==> src/rtl/refsched_pkg.sv <==
package refsched_pkg;

    typedef enum logic [1:0] {
        REQ_NONE  = 2'b00,
        REQ_PRE   = 2'b01,
        REQ_REFPB = 2'b10
    } req_cmd_e;

    typedef enum logic [2:0] {
        FB_NONE     = 3'b000,
        FB_PRE      = 3'b001,
        FB_REFPB    = 3'b010,
        FB_REFAB    = 3'b011,
        FB_PD_ENTER = 3'b100,
        FB_PD_EXIT  = 3'b101,
        FB_SR_ENTER = 3'b110
    } fb_cmd_e;

    typedef enum logic {
        ST_REGULAR = 1'b0,
        ST_PULLED  = 1'b1
    } sched_state_e;

    function automatic int bank_width(input int n);
        return (n > 1) ? $clog2(n) : 1;
    endfunction

endpackage

==> src/rtl/refsched_timebase.sv <==
module refsched_timebase #(
    parameter int TIME_W = 32
) (
    input  logic              clk,
    input  logic              rst,
    output logic [TIME_W-1:0] now
);

    always_ff @(posedge clk) begin
        if (rst) now <= '0;
        else     now <= now + 1'b1;
    end

    a_r1_time_steps: assert property (@(posedge clk) disable iff (rst)
        !$past(rst) |-> now == $past(now) + 1'b1);

endmodule

==> src/rtl/refsched_bank_pick.sv <==
module refsched_bank_pick #(
    parameter int N_BANKS = 8,
    parameter int BANK_W  = 3
) (
    input  logic [N_BANKS-1:0] remaining,
    input  logic [N_BANKS-1:0] idle,
    output logic               any_idle,
    output logic [BANK_W-1:0]  idle_idx,
    output logic [BANK_W-1:0]  first_idx
);

    always_comb begin
        any_idle  = 1'b0;
        idle_idx  = '0;
        first_idx = '0;
        for (int i = N_BANKS - 1; i >= 0; i--) begin
            if (remaining[i]) first_idx = BANK_W'(i);
            if (remaining[i] && idle[i]) begin
                any_idle = 1'b1;
                idle_idx = BANK_W'(i);
            end
        end
    end

endmodule

==> src/rtl/refsched_round.sv <==
module refsched_round #(
    parameter int N_BANKS = 8,
    parameter int BANK_W  = 3
) (
    input  logic               clk,
    input  logic               rst,
    input  logic               retire,
    input  logic [BANK_W-1:0]  retire_bank,
    output logic [N_BANKS-1:0] remaining
);

    logic [N_BANKS-1:0] retire_mask;
    logic [N_BANKS-1:0] left_over;

    generate
        for (genvar g = 0; g < N_BANKS; g++) begin : g_mask
            assign retire_mask[g] = (retire_bank == BANK_W'(g));
        end
    endgenerate

    assign left_over = remaining & ~retire_mask;

    always_ff @(posedge clk) begin
        if (rst)                        remaining <= '1;
        else if (retire && left_over == '0) remaining <= '1;
        else if (retire)                remaining <= left_over;
    end

    a_r4_round_never_empty: assert property (@(posedge clk) disable iff (rst)
        remaining != '0);

    a_r4_retire_clears_bit: assert property (@(posedge clk) disable iff (rst)
        (retire && left_over != '0) |=> remaining[$past(retire_bank)] == 1'b0);

endmodule

==> src/rtl/refsched_top.sv <==
module refsched_top
    import refsched_pkg::*;
#(
    parameter int N_BANKS      = 8,
    parameter int TIME_W       = 32,
    parameter int REF_INTERVAL = 3900,
    parameter int MAX_POSTPONE = 8,
    parameter int MAX_PULLIN   = 8,
    localparam int BANK_W      = bank_width(N_BANKS)
) (
    input  logic               clk,
    input  logic               rst,
    input  logic [N_BANKS-1:0] bank_idle,
    input  logic [N_BANKS-1:0] bank_active,
    input  logic [2:0]         fb_cmd,
    output logic [1:0]         req_cmd,
    output logic [BANK_W-1:0]  req_bank,
    output logic [N_BANKS-1:0] bank_blocked,
    output logic               pd_wake_req
);

    localparam int POST_LIM = MAX_POSTPONE * N_BANKS;
    localparam int PULL_ABS = MAX_PULLIN * N_BANKS;
    localparam int CW       = $clog2(POST_LIM + PULL_ABS + 1) + 2;
    localparam logic signed [CW-1:0] POST_C = CW'(POST_LIM);
    localparam logic signed [CW-1:0] PULL_C = -CW'(PULL_ABS);
    localparam logic signed [CW-1:0] ONE_C  = CW'(1);
    localparam logic [TIME_W-1:0]    IVL    = TIME_W'(REF_INTERVAL);

    logic [TIME_W-1:0]        now;
    logic [TIME_W-1:0]        trigger;
    sched_state_e             state;
    logic signed [CW-1:0]     credit;
    logic                     sleeping;
    req_cmd_e                 req_q;
    logic [BANK_W-1:0]        bank_q;
    logic [N_BANKS-1:0]       block_q;
    logic                     due_q;
    logic                     wake_q;

    logic [N_BANKS-1:0]       remaining;
    logic                     any_idle;
    logic [BANK_W-1:0]        idle_idx;
    logic [BANK_W-1:0]        first_idx;

    fb_cmd_e                  fb;
    logic                     due;
    logic                     overdue;
    sched_state_e             ev_state;
    logic [TIME_W-1:0]        ev_trigger;
    logic                     forced;
    logic [BANK_W-1:0]        tgt;
    logic [N_BANKS-1:0]       tgt_onehot;
    logic signed [CW-1:0]     credit_after;
    logic                     refpb_done;

    refsched_timebase #(.TIME_W(TIME_W)) u_timebase (
        .clk (clk),
        .rst (rst),
        .now (now)
    );

    refsched_round #(.N_BANKS(N_BANKS), .BANK_W(BANK_W)) u_round (
        .clk         (clk),
        .rst         (rst),
        .retire      (refpb_done),
        .retire_bank (bank_q),
        .remaining   (remaining)
    );

    refsched_bank_pick #(.N_BANKS(N_BANKS), .BANK_W(BANK_W)) u_pick (
        .remaining (remaining),
        .idle      (bank_idle),
        .any_idle  (any_idle),
        .idle_idx  (idle_idx),
        .first_idx (first_idx)
    );

    always_comb begin
        fb           = fb_cmd_e'(fb_cmd);
        refpb_done   = (fb == FB_REFPB);
        due          = (now >= trigger);
        overdue      = due && ((now - trigger) >= IVL);
        ev_state     = overdue ? ST_REGULAR : state;
        ev_trigger   = overdue ? trigger + IVL : trigger;
        forced       = (credit == POST_C);
        tgt          = any_idle ? idle_idx : first_idx;
        tgt_onehot   = '0;
        tgt_onehot[tgt] = 1'b1;
        credit_after = (state == ST_PULLED) ? credit - ONE_C : credit;
    end

    always_ff @(posedge clk) begin
        if (rst) begin
            trigger  <= IVL;
            state    <= ST_REGULAR;
            credit   <= '0;
            sleeping <= 1'b0;
            req_q    <= REQ_NONE;
            bank_q   <= '0;
            block_q  <= '0;
            due_q    <= 1'b0;
            wake_q   <= 1'b0;
        end else begin
            due_q  <= due;
            wake_q <= due && !due_q;
            case (fb)
                FB_PD_ENTER: begin
                    sleeping <= 1'b1;
                    req_q    <= REQ_NONE;
                    block_q  <= '0;
                end
                FB_SR_ENTER: begin
                    sleeping <= 1'b1;
                    trigger  <= '1;
                    req_q    <= REQ_NONE;
                    block_q  <= '0;
                end
                FB_PD_EXIT: sleeping <= 1'b0;
                FB_REFAB: begin
                    sleeping <= 1'b0;
                    state    <= ST_REGULAR;
                    trigger  <= now + IVL;
                end
                FB_PRE: req_q <= REQ_NONE;
                FB_REFPB: begin
                    req_q   <= REQ_NONE;
                    block_q <= '0;
                    credit  <= credit_after;
                    if (credit_after == PULL_C) begin
                        state   <= ST_REGULAR;
                        trigger <= trigger + IVL;
                    end else begin
                        state   <= ST_PULLED;
                    end
                end
                default: begin
                    if (!sleeping && due) begin
                        state   <= ev_state;
                        trigger <= ev_trigger;
                        if (req_q == REQ_NONE) begin
                            if (ev_state == ST_REGULAR) begin
                                if (!any_idle && !forced) begin
                                    credit  <= credit + ONE_C;
                                    trigger <= ev_trigger + IVL;
                                end else begin
                                    bank_q <= tgt;
                                    if (bank_active[tgt]) begin
                                        req_q <= REQ_PRE;
                                    end else begin
                                        req_q   <= REQ_REFPB;
                                        block_q <= forced ? tgt_onehot : '0;
                                    end
                                end
                            end else if (!any_idle) begin
                                state   <= ST_REGULAR;
                                trigger <= ev_trigger + IVL;
                            end else begin
                                bank_q <= idle_idx;
                                req_q  <= bank_active[idle_idx] ? REQ_PRE : REQ_REFPB;
                            end
                        end
                    end
                end
            endcase
        end
    end

    assign req_cmd      = req_q;
    assign req_bank     = bank_q;
    assign bank_blocked = block_q;
    assign pd_wake_req  = wake_q;

    a_r6_block_onehot: assert property (@(posedge clk) disable iff (rst)
        $onehot0(bank_blocked));

    a_r6_block_with_refresh: assert property (@(posedge clk) disable iff (rst)
        (bank_blocked != '0) |-> (req_cmd == REQ_REFPB) && bank_blocked[req_bank]);

    a_r10_request_held: assert property (@(posedge clk) disable iff (rst)
        (req_cmd != REQ_NONE && fb_cmd == FB_NONE) |=>
            $stable(req_cmd) && $stable(req_bank));

    a_r2_wake_single: assert property (@(posedge clk) disable iff (rst)
        pd_wake_req |=> !pd_wake_req);

    a_r5_credit_window: assert property (@(posedge clk) disable iff (rst)
        (credit <= POST_C) && (credit >= PULL_C));

    a_r11_sleep_quiet: assert property (@(posedge clk) disable iff (rst)
        sleeping |-> req_cmd == REQ_NONE);

    a_r3_target_remaining: assert property (@(posedge clk) disable iff (rst)
        (req_cmd != REQ_NONE) |-> remaining[req_bank]);

endmodule

==> config.mk <==
export PLATFORM = sky130hd
export DESIGN_NAME = refsched_top
export DESIGN_NICKNAME = d
export VERILOG_FILES = /design/src/rtl/refsched_pkg.sv /design/src/rtl/refsched_timebase.sv /design/src/rtl/refsched_bank_pick.sv /design/src/rtl/refsched_round.sv /design/src/rtl/refsched_top.sv
export SDC_FILE = /design/constraint.sdc
export NUM_CORES = 1
export LEC_CHECK = 0
export ABC_AREA = 1
export BUFFER_PORTS_ARGS = -buffer_cell sky130_fd_sc_hd__clkbuf_2
export CORE_UTILIZATION = 35
export CTS_CLUSTER_SIZE = 25
export DETAILED_ROUTE_END_ITERATION = 10
export PLACE_DENSITY_LB_ADDON = 0.2
export SLEW_MARGIN = 20
export SYNTH_ARGS = -nofsm -noshare
export SYNTH_HDL_FRONTEND = slang
export SYNTH_SLANG_ARGS = --single-unit
==> constraint.sdc <==
create_clock -name clk -period 4.15 [get_ports clk]
set_input_delay 0.83 -clock clk [delete_from_list [all_inputs] [get_ports clk]]
set_output_delay 0.83 -clock clk [all_outputs]
set_load 0.02 [all_outputs]
==> flow_summary.yaml, run 1 <==
synthesis:
  synth_common_cells: "524 x nand2_1, 324 x inv_1, 176 x nor2_1"
  synth_most_common_cell: "nand2_1"
  ys_ff_latch: 99
  synthDistinctLibCells: 58
  synthFlopType: "dfxtp_1"
  synth_area_um2: 10600
  ys_seq_area_frac: 0.1870
  synth_top_area_share: 0.1870
  synth_edf_count: 0
  yosysTopAreaCell: "dfxtp_1"
  synth.net_count: 1955
  yosysWarnings: 0
  yosys-top-cells-area: "dfxtp_1 19%, nand2_1 19%, inv_1 11%"
  syn_area_per_cell_um2: 5.593
  synthCells: 1895
  async_reset_ff_frac: 0
route:
  viasPerCell: 5.238
  antenna_left: 0
  drc: 0
  drt-initial-drc-count: 1158
  drt_pass1_iterations: 6
  wl_per_cell_um: 15.73
  via_count: 12420
  finalWirelength_mm: 37.31
timing:
  worstMarginPinSlew_ns: 0.9767
  hold_viol: 0
  timing.final.setup_violations: 0
  maxSlewHeadroom: 0.3449
  fmax_mhz: 256.9
  fin_skew_ns: 0.01489
  finalCritPeriodShare: 0.9378
  finalMaxSlewViolations: 0
  layout_min_cycle_time_ns: 3.892
cts:
  cts_root_buffer: "clkbuf_16"
  cts.path.max_buffers: 2
  cts_tree: "done"
  numCtsBuffers: 9
  htreeDepth: 3
  cts.sinks: 99
  hold_buffers: 0
  clk_pin_slew_ns: 0.08
  clock_latency_ns: 0.38
placed_design:
  port_buffers: 34
  dp_hpwl_mm: 29.10
  placedCellCount: 2341
  gp_congestion: 0.9590
global_routing:
  grt_pass1_vias: 11080
  grt_first_pass_wirelength_mm: 58.19
  antenna_found_initial: 0
  grt_max_degree: 37
  grt_overflow: 0
  grt_usage: 0.2369
layout:
  final_core_util: 0.4200
  multi_input_area_um2: 7622
  fin_nets: 2036
  ff_latch_area_um2: 2003
  diodes: 0
  instances_no_fill: 2371
  nFillCells: 3157
  final_layout_size_suffix_gt1_frac: 0.1424
  area_growth_pct: 17.77
floorplan:
  io_pins: 35
  die_area_um2: 30980
  row_count: 63
  die_w_um: 176.0
  floorplan.initialDensity: 0.3567
  core-area_um2: 29720
  die_h_um: 176.0
min_path:
  hp-class: "reg -> reg"
worst_setup_path:
  end_kind: "register"
  cp_data_required_time_ns: 4.39
  worstSetupPathType: "reg -> reg"
  crit_fanout: 13
  critPathLaunchType: "register"
  arrival_ns: 4.13
power:
  ir_worst_vdd_uv: 201.5
  p_total_w: 0.002720
  p_leak_nw: 5.689
  pwr_density_cell_nw_per_um2: 217.9
job:
  drv_cap: 0
run_status:
  status: "completed"
layout by cell type, fill, tap and decap left out, types with 7 or more instances in the layout:
master       n
nand2_1    506
inv_1      318
nor2_1     162
nand3_1    128
a21oi_1    119
o21ai_0    119
dfxtp_1     84
buf_4       70
nor3_1      50
nand2_2     37
xor2_1      36
clkbuf_2    34
nand4_1     33
nor2_2      26
ha_4        21
a31oi_1     15
dfxtp_2     14
o211ai_1    11
a211oi_1    11
ha_1        11
inv_2       10
nor4_1      10
clkbuf_16   10
nor2_4       9
nor3b_1      9
clkinv_1     8
o21ai_2      8
o31ai_1      7
ha_2         7
layer usage:
layer	vias up	part of all wire	GRT usage	wire length [um]
met5	-	0	0	0
met4	0	0.023	0.07355	859
met3	51	0.061	0.03553	2283
met2	383	0.44	0.3694	16470
met1	5695	0.47	0.3325	17690
li1	6290	-	-	-
registers in the layout, summed over array words and instances, names as in the netlist:
signal / cells
credit: 10
req_cmd: 2
trigger: 32
bank_blocked: 8
sleeping: 1
u_round.remaining: 8
due_q: 1
state: 1
u_timebase.now: 32
req_bank: 3
pd_wake_req: 1
final cells by class:
cell class / instances / share of cell area
flip-flops and latches: 99 / 0.1605
repair buffers: 109 / 0.06345
well taps: 390 / 0.03909
inverters: 338 / 0.1020
clock inverters: 6 / 0.005914
multi-input cells: 1419 / 0.6107
clock buffers: 10 / 0.01834
critical path, cell delays in order, from the launching register on:
cell	delay [ns]
dfxtp_1	0.37
inv_1	0.15
ha_1	0.35
buf_4	0.17
nand2_1	0.07
inv_1	0.04
a21oi_1	0.16
nand2_1	0.10
a21oi_1	0.18
nand3_1	0.10
nand2_1	0.08
nand2_1	0.07
nor2_2	0.15
nand4_4	0.22
nand2_8	0.18
buf_12	0.16
nand2_2	0.09
a21oi_4	0.15
nand2_2	0.12
clkinv_2	0.22
nand2_1	0.12
nor2_1	0.14
xnor2_1	0.13
nand2_1	0.06
nand3_1	0.08
o211ai_1	0.09
path summary, 6_finish.rpt:
| kind | from | to | slack, ns | cells after the start |
|---|---|---|---|---|
| worst max register to register | trigger[29] | trigger[10] | 0.26 | 25 |
| worst min-delay path | due_q | pd_wake_req | 0.39 | 1 |
| worst max-delay path | trigger[29] | trigger[10] | 0.26 | 25 |
| worst min register to register | due_q | pd_wake_req | 0.39 | 1 |
kinds of logic (layout without fill, tap and decap cells):
logic type,count (synthesis),in the layout,synth area share
AOI/OAI and AO/OA,333,333,0.1787
xor gates and xnor gates,43,43,0.03624
adders and majority gates,39,39,0.04604
buffers and inverters,378,463,0.1393
DFF,99,99,0.1870
and+or+nand+nor,1003,1004,0.4127
where the power goes:
part / switching (W) / leakage, nW / internal (W)
registers: 0.0000348 / 0.812 / 0.000991
clock network: 0.000437 / 0.141 / 0.000477
logic: 0.000515 / 4.74 / 0.000266
total: 0.000987 / 5.69 / 0.00173
metrics by stage:
| stage | hold WS [ns] | instance area [um2] | setup TNS [ns] | worst slack (ns) |
|---|---|---|---|---|
| floorplan | 0.3682 | 10600 | 0 | 0.4845 |
| global placement | 0.3797 | 11530 | 0 | 0.003995 |
| detailed placement | 0.3805 | 11530 | -0.03229 | -0.03229 |
| CTS | 0.3957 | 11860 | 0 | 0.03705 |
| global route | 0.4121 | 12480 | -0.02006 | -0.01026 |
| finish | 0.3941 | 12480 | 0 | 0.2581 |
what timing repair did:
action,CTS,global route
resized for setup,5,120
setup endpoints to repair,2,38
pin swaps,0,14
gates cloned,0,2
buffers inserted,0,12
Power figures use the tool's default switching activity.
==> inputs of run 2 (changes only) <==
--- a/config.mk
+++ b/config.mk
@@ -10,7 +10,7 @@
 export CORE_UTILIZATION = 35
 export CTS_CLUSTER_SIZE = 25
 export DETAILED_ROUTE_END_ITERATION = 10
-export PLACE_DENSITY_LB_ADDON = 0.2
+export PLACE_DENSITY_LB_ADDON = 0.25
 export SLEW_MARGIN = 20
 export SYNTH_ARGS = -nofsm -noshare
 export SYNTH_HDL_FRONTEND = slang
==> flow_summary.yaml, run 2 (synthesized netlist as in run 1, its figures left out) <==
route:
  via_count: 12340
  wl_per_cell_um: 15.30
  drc: 0
  antenna_left: 0
  finalWirelength_mm: 36.13
  drt_pass1_iterations: 7
  viasPerCell: 5.223
  drt-initial-drc-count: 1074
floorplan:
  floorplan.initialDensity: 0.3567
  die_h_um: 176.0
  core-area_um2: 29720
  die_w_um: 176.0
  row_count: 63
  io_pins: 35
  die_area_um2: 30980
power:
  power.share.clock: 0.322
  p_total_w: 0.002618
  power.share.sequential: 0.392
  pwr_density_cell_nw_per_um2: 214.4
  power.switching_w: 0.0009399
  pwr-share-comb: 0.286
  p_int_w: 0.001678
  ir_worst_vdd_uv: 171.6
  swShare: 0.3590
  p_leak_nw: 5.649
cts:
  htreeDepth: 3
  hold_buffers: 0
  numCtsBuffers: 9
  cts_root_buffer: "clkbuf_16"
  cts.sinks: 99
  clock_latency_ns: 0.37
  clk_pin_slew_ns: 0.07
  cts_tree: "done"
  cts.path.max_buffers: 2
timing:
  fmax_mhz: 251.8
  hold_viol: 0
  fin_skew_ns: 0.007559
  finalMaxSlewViolations: 0
  maxSlewHeadroom: 0.4655
  timing.final.setup_violations: 0
  hold_slack_ns: 0.3866
  finalCritPeriodShare: 0.9570
  finalWorstSetupSlack_ns: 0.1784
  layout_min_cycle_time_ns: 3.972
  worstMarginPinSlew_ns: 0.7956
layout:
  top_regs: "trigger (32), u_timebase.now (32), credit (10)"
  fin_nets: 2028
  layout_commonest_cell: "nand2_1"
  instances_no_fill: 2362
  nFillCells: 3223
  final_area_um2: 12210
  final_cell_mix: "518 x nand2_1, 321 x inv_1, 168 x nor2_1"
  final_layout_size_suffix_gt1_frac: 0.1192
  diodes: 0
  area_growth_pct: 15.22
placed_design:
  port_buffers: 34
  dp_hpwl_mm: 28.06
  placed_area_um2: 11520
  gp_congestion: 0.9133
  pre_cts_ws_ns: 0.008952
  placedCellCount: 2337
worst_setup_path:
  arrival_ns: 4.21
  max_stage_delay_ns: 0.40
  crit_buf_inv: 4
  critPathLaunchType: "register"
  cpMostUsedCell: "nand2_1"
  end_kind: "register"
  slowest_stage: "dfxtp_1"
  cp_data_required_time_ns: 4.39
  worstSetupPathType: "reg -> reg"
  path_delay_family: "simple AND/OR/NAND/NOR gates"
  crit_fanout: 6
global_routing:
  grt_overflow: 0
  grt_max_degree: 56
  grt_usage: 0.2296
  grt_pass1_vias: 10860
  antenna_found_initial: 0
  grt_first_pass_wirelength_mm: 56.64
min_path:
  hp-class: "reg -> reg"
job:
  drv_cap: 0
run_status:
  status: "completed"
==> run 2: power by group through the flow <==
stage                     sequential (W)  clock [W]  combinational, W
after floorplan                  0.00105          0          0.000477
after global routing             0.00103   0.000900          0.000826
after CTS                        0.00102   0.000866          0.000714
after detailed placement         0.00105          0          0.000710
final                            0.00103   0.000843          0.000749
after global placement           0.00105          0          0.000708
==> run 2: metrics by stage <==
stage | setup TNS (ns) | utilization
3_3_place_gp | 0 | 0.3878
2_1_floorplan | 0 | -
3_5_place_dp | 0 | 0.3878
5_1_grt | -0.1809 | 0.4109
6_report | 0 | 0.4109
4_1_cts | 0 | 0.3973
==> run 2: per-layer routing <==
layer / wire length (um) / track usage
met5: 0 / 0
met4: 788 / 0.06884
met3: 2317 / 0.03101
met2: 15590 / 0.3548
met1: 17430 / 0.3280
==> run 2: worst register-to-register path, delay by kind of cell (launching register included) <==
kind / cells / cell delay [ns]
compound gates: 3 / 0.38
fa+ha+maj: 1 / 0.33
buf+inv: 4 / 0.49
flops: 1 / 0.40
simple gates: 17 / 2.25
==> run 2: timing repair <==
item / 4_1_cts / 5_1_grt
gates cloned: 0 / 2
pin swaps: 0 / 8
setup endpoints to repair: 3 / 34
resized for setup: 1 / 68
buffers inserted: 0 / 8
==> run 2: worst paths after layout <==
path                    start     endpoint  slack (ns)  cells past startpoint
hold reg to reg         due_q  pd_wake_req        0.39                      1
setup / recovery  trigger[14]  trigger[23]        0.18                     25
setup reg to reg  trigger[14]  trigger[23]        0.18                     25
hold / removal          due_q  pd_wake_req        0.39                      1
==> run 2: layout make-up <==
class,instances,area [um2],share of cell area
Multi-Input combinational cell,1419,7431,0.6085
Sequential cell,99,1988,0.1628
Inverter,338,1270,0.1040
Timing Repair Buffer,101,755.7,0.06189
Tap cell,390,488.0,0.03996
Clock buffer,11,252.7,0.02070
Clock inverter,4,26.28,0.002152
==> inputs of run 3 (changes only) <==
--- a/config.mk
+++ b/config.mk
@@ -5,7 +5,6 @@
 export SDC_FILE = /design/constraint.sdc
 export NUM_CORES = 1
 export LEC_CHECK = 0
-export ABC_AREA = 1
 export BUFFER_PORTS_ARGS = -buffer_cell sky130_fd_sc_hd__clkbuf_2
 export CORE_UTILIZATION = 35
 export CTS_CLUSTER_SIZE = 25
==> flow_summary.yaml, run 3 <==
run_status:
  status: "finished, violations left"
  violations: "setup timing"
timing:
  finalCritPeriodShare: 1.093
  finalWorstSetupSlack_ns: -0.3850
  timing.final.setup_violations: 31
  rsz0062_at_grt: "yes"
  fmax_mhz: 220.5
  finalMaxSlewViolations: 0
  layout_min_cycle_time_ns: 4.535
  hold_slack_ns: 0.3973
  maxSlewHeadroom: 0.3109
  hold_viol: 0
  worstMarginPinSlew_ns: 1.034
  fin_skew_ns: 0.01685
cts:
  numCtsBuffers: 9
  clock_latency_ns: 0.37
  clk_pin_slew_ns: 0.08
  cts.sinks: 99
  cts_root_buffer: "clkbuf_16"
  hold_buffers: 0
  cts.path.max_buffers: 2
  htreeDepth: 3
  cts_tree: "done"
route:
  antenna_left: 0
  drc: 0
  drt-initial-drc-count: 871
  met2WireLength_mm: 18.03
  via_count: 11770
  drt_pass1_iterations: 5
  finalWirelength_mm: 38.24
  drt-met1-wl_mm: 17.06
  wl_per_cell_um: 18.40
  viasPerCell: 5.663
  topRoutingLayerUsed: "met4"
  wl_met3_mm: 1.970
synthesis:
  synth_most_common_cell: "nand2_1"
  synth_area_um2: 10190
  synth.net_count: 1473
  synth_common_cells: "152 x nand2_1, 144 x nor2_1, 109 x a21oi_1"
  yosys-top-cells-area: "dfxtp_1 19%, xnor2_1 8.2%, nand2_1 5.6%"
  ys_ff_latch: 99
  yosysTopAreaCell: "dfxtp_1"
  yosysWarnings: 0
  ys_seq_area_frac: 0.1945
  synth_edf_count: 0
  synthFlopType: "dfxtp_1"
  syn_area_per_cell_um2: 7.211
  synthDistinctLibCells: 105
  async_reset_ff_frac: 0
  synthCells: 1413
  synth_top_area_share: 0.1945
worst_setup_path:
  reg2reg_from: "trigger[2]"
  r2r_cells: 22
  end_kind: "register"
  cp_data_required_time_ns: 4.40
  worstReg2RegEnd: "trigger[26]"
  r2r_slack_ns: -0.38
  worstSetupPathType: "reg -> reg"
  crit_fanout: 8
  critPathLaunchType: "register"
  arrival_ns: 4.78
min_path:
  min_from: "due_q"
  hp-class: "reg -> reg"
  hold_depth: 1
  holdPathEnd: "pd_wake_req"
layout:
  top_regs: "trigger (32), u_timebase.now (32), credit (10)"
  final_cell_mix: "296 x buf_4, 146 x nand2_1, 135 x nor2_1"
  final_layout_size_suffix_gt1_frac: 0.3737
  diodes: 0
  nFillCells: 2741
  fin_nets: 1749
  area_growth_pct: 43.33
  layout_commonest_cell: "buf_4"
floorplan:
  die_area_um2: 29800
  floorplan.initialDensity: 0.3550
  core-area_um2: 28700
  row_count: 62
  die_h_um: 172.6
  io_pins: 35
  die_w_um: 172.6
global_routing:
  grt_pass1_vias: 11330
  grt_overflow: 0
  antenna_found_initial: 0
  grt_max_degree: 36
  grt_usage: 0.2484
  grt_first_pass_wirelength_mm: 60.00
power:
  p_leak_nw: 5.598
  ir_worst_vdd_uv: 175.4
  pwr_density_cell_nw_per_um2: 199.4
placed_design:
  pre_cts_ws_ns: -0.7044
  gp_congestion: 0.9701
  dp_hpwl_mm: 28.40
  port_buffers: 34
job:
  drv_cap: 0
-- run 3: cell count changes in the layout (fill, tap and decap cells not counted), sizes merged, moves of 33 or more --
cell   change
nor2      -53
or3       +33
o21ai     -44
xnor2     +90
buf      +256
inv      -268
nand2    -394
nand3     -81
-- run 3: worst max path at each step --
stage	startpoint	end	slack, ns	cells past startpoint
after global placement	trigger[11]	trigger[31]	-0.68	19
after floorplan	trigger[24]	trigger[26]	-0.39	25
after detailed placement	trigger[12]	trigger[31]	-0.70	18
after CTS	trigger[14]	trigger[26]	-0.41	18
final	trigger[2]	trigger[26]	-0.38	22
after global routing	trigger[2]	trigger[31]	-0.58	21
-- run 3: power breakdown --
part | switching, W | leakage [nW] | internal, W
combinational | 0.000537 | 4.64 | 0.000436
clock | 0.000418 | 0.155 | 0.000508
sequential | 0.0000278 | 0.807 | 0.000984
total | 0.000983 | 5.60 | 0.00193
-- run 3: critical path, cell delays in order (launching register included) --
cell      delay, ns
dfxtp_2        0.34
inv_2          0.05
ha_4           0.27
nand4_1        0.14
o21bai_4       0.22
and4_4         0.18
o21ba_4        0.23
buf_6          0.12
a21oi_2        0.09
or4b_4         0.47
nor4_4         0.16
buf_4          0.16
nand4_4        0.16
o21ai_4        0.21
buf_12         0.15
buf_6          0.10
a21oi_4        0.03
buf_6          0.13
o22ai_4        0.31
o21bai_4       0.14
or2_1          0.24
o311a_1        0.28
a22o_1         0.19
-- run 3: cell families after synthesis --
| group | share of synthesized area |
|---|---|
| AO/OA/AOI/OAI | 0.2891 |
| adder cells (fa/ha/maj) | 0.04789 |
| AND/OR/NAND/NOR | 0.2635 |
| flip-flops | 0.1945 |
| XOR/XNOR | 0.1133 |
| multiplexers | 0.02468 |
| buffers and inverters | 0.06693 |
-- run 3: cell type report --
cell class | count | area [um2] | area share
timing repair buffer | 356 | 2755 | 0.1887
clock inverter | 4 | 56.30 | 0.003856
tap | 384 | 480.5 | 0.03290
sequential | 99 | 2007 | 0.1374
clock buffer | 12 | 256.5 | 0.01756
multi-input combinational | 1164 | 8813 | 0.6035
inverter | 59 | 234.0 | 0.01602
-- run 3: repair_timing --
action / 4_1_cts / 5_1_grt
cloned: 3 / 1
pin swaps: 81 / 79
gates resized for setup: 152 / 91
setup buffers: 24 / 14
endpoints found under the setup margin: 53 / 53
-- run 3: per-layer routing --
layer  vias to the layer above  GRT usage
met1                      5608     0.3252
met2                       384     0.4172
met5                         -          0
met3                        75    0.03144
met4                         0    0.08854
li1                       5701          -
-- run 3: per-stage QoR --
| stage | cells | setup TNS [ns] | utilization | instance area, um2 | power (W) |
|---|---|---|---|---|---|
| after floorplan | 1413 | -3.262 | - | 10530 | 0.001546 |
| after global placement | 2024 | -23.85 | 0.4458 | 12800 | 0.001870 |
| after detailed placement | 2024 | -24.40 | 0.4458 | 12800 | 0.001873 |
| after CTS | 2064 | -6.462 | 0.4896 | 14050 | 0.002860 |
| after global routing | 2078 | -13.48 | 0.5088 | 14600 | 0.003038 |
| final | 2078 | -6.608 | 0.5088 | 14600 | 0.002912 |
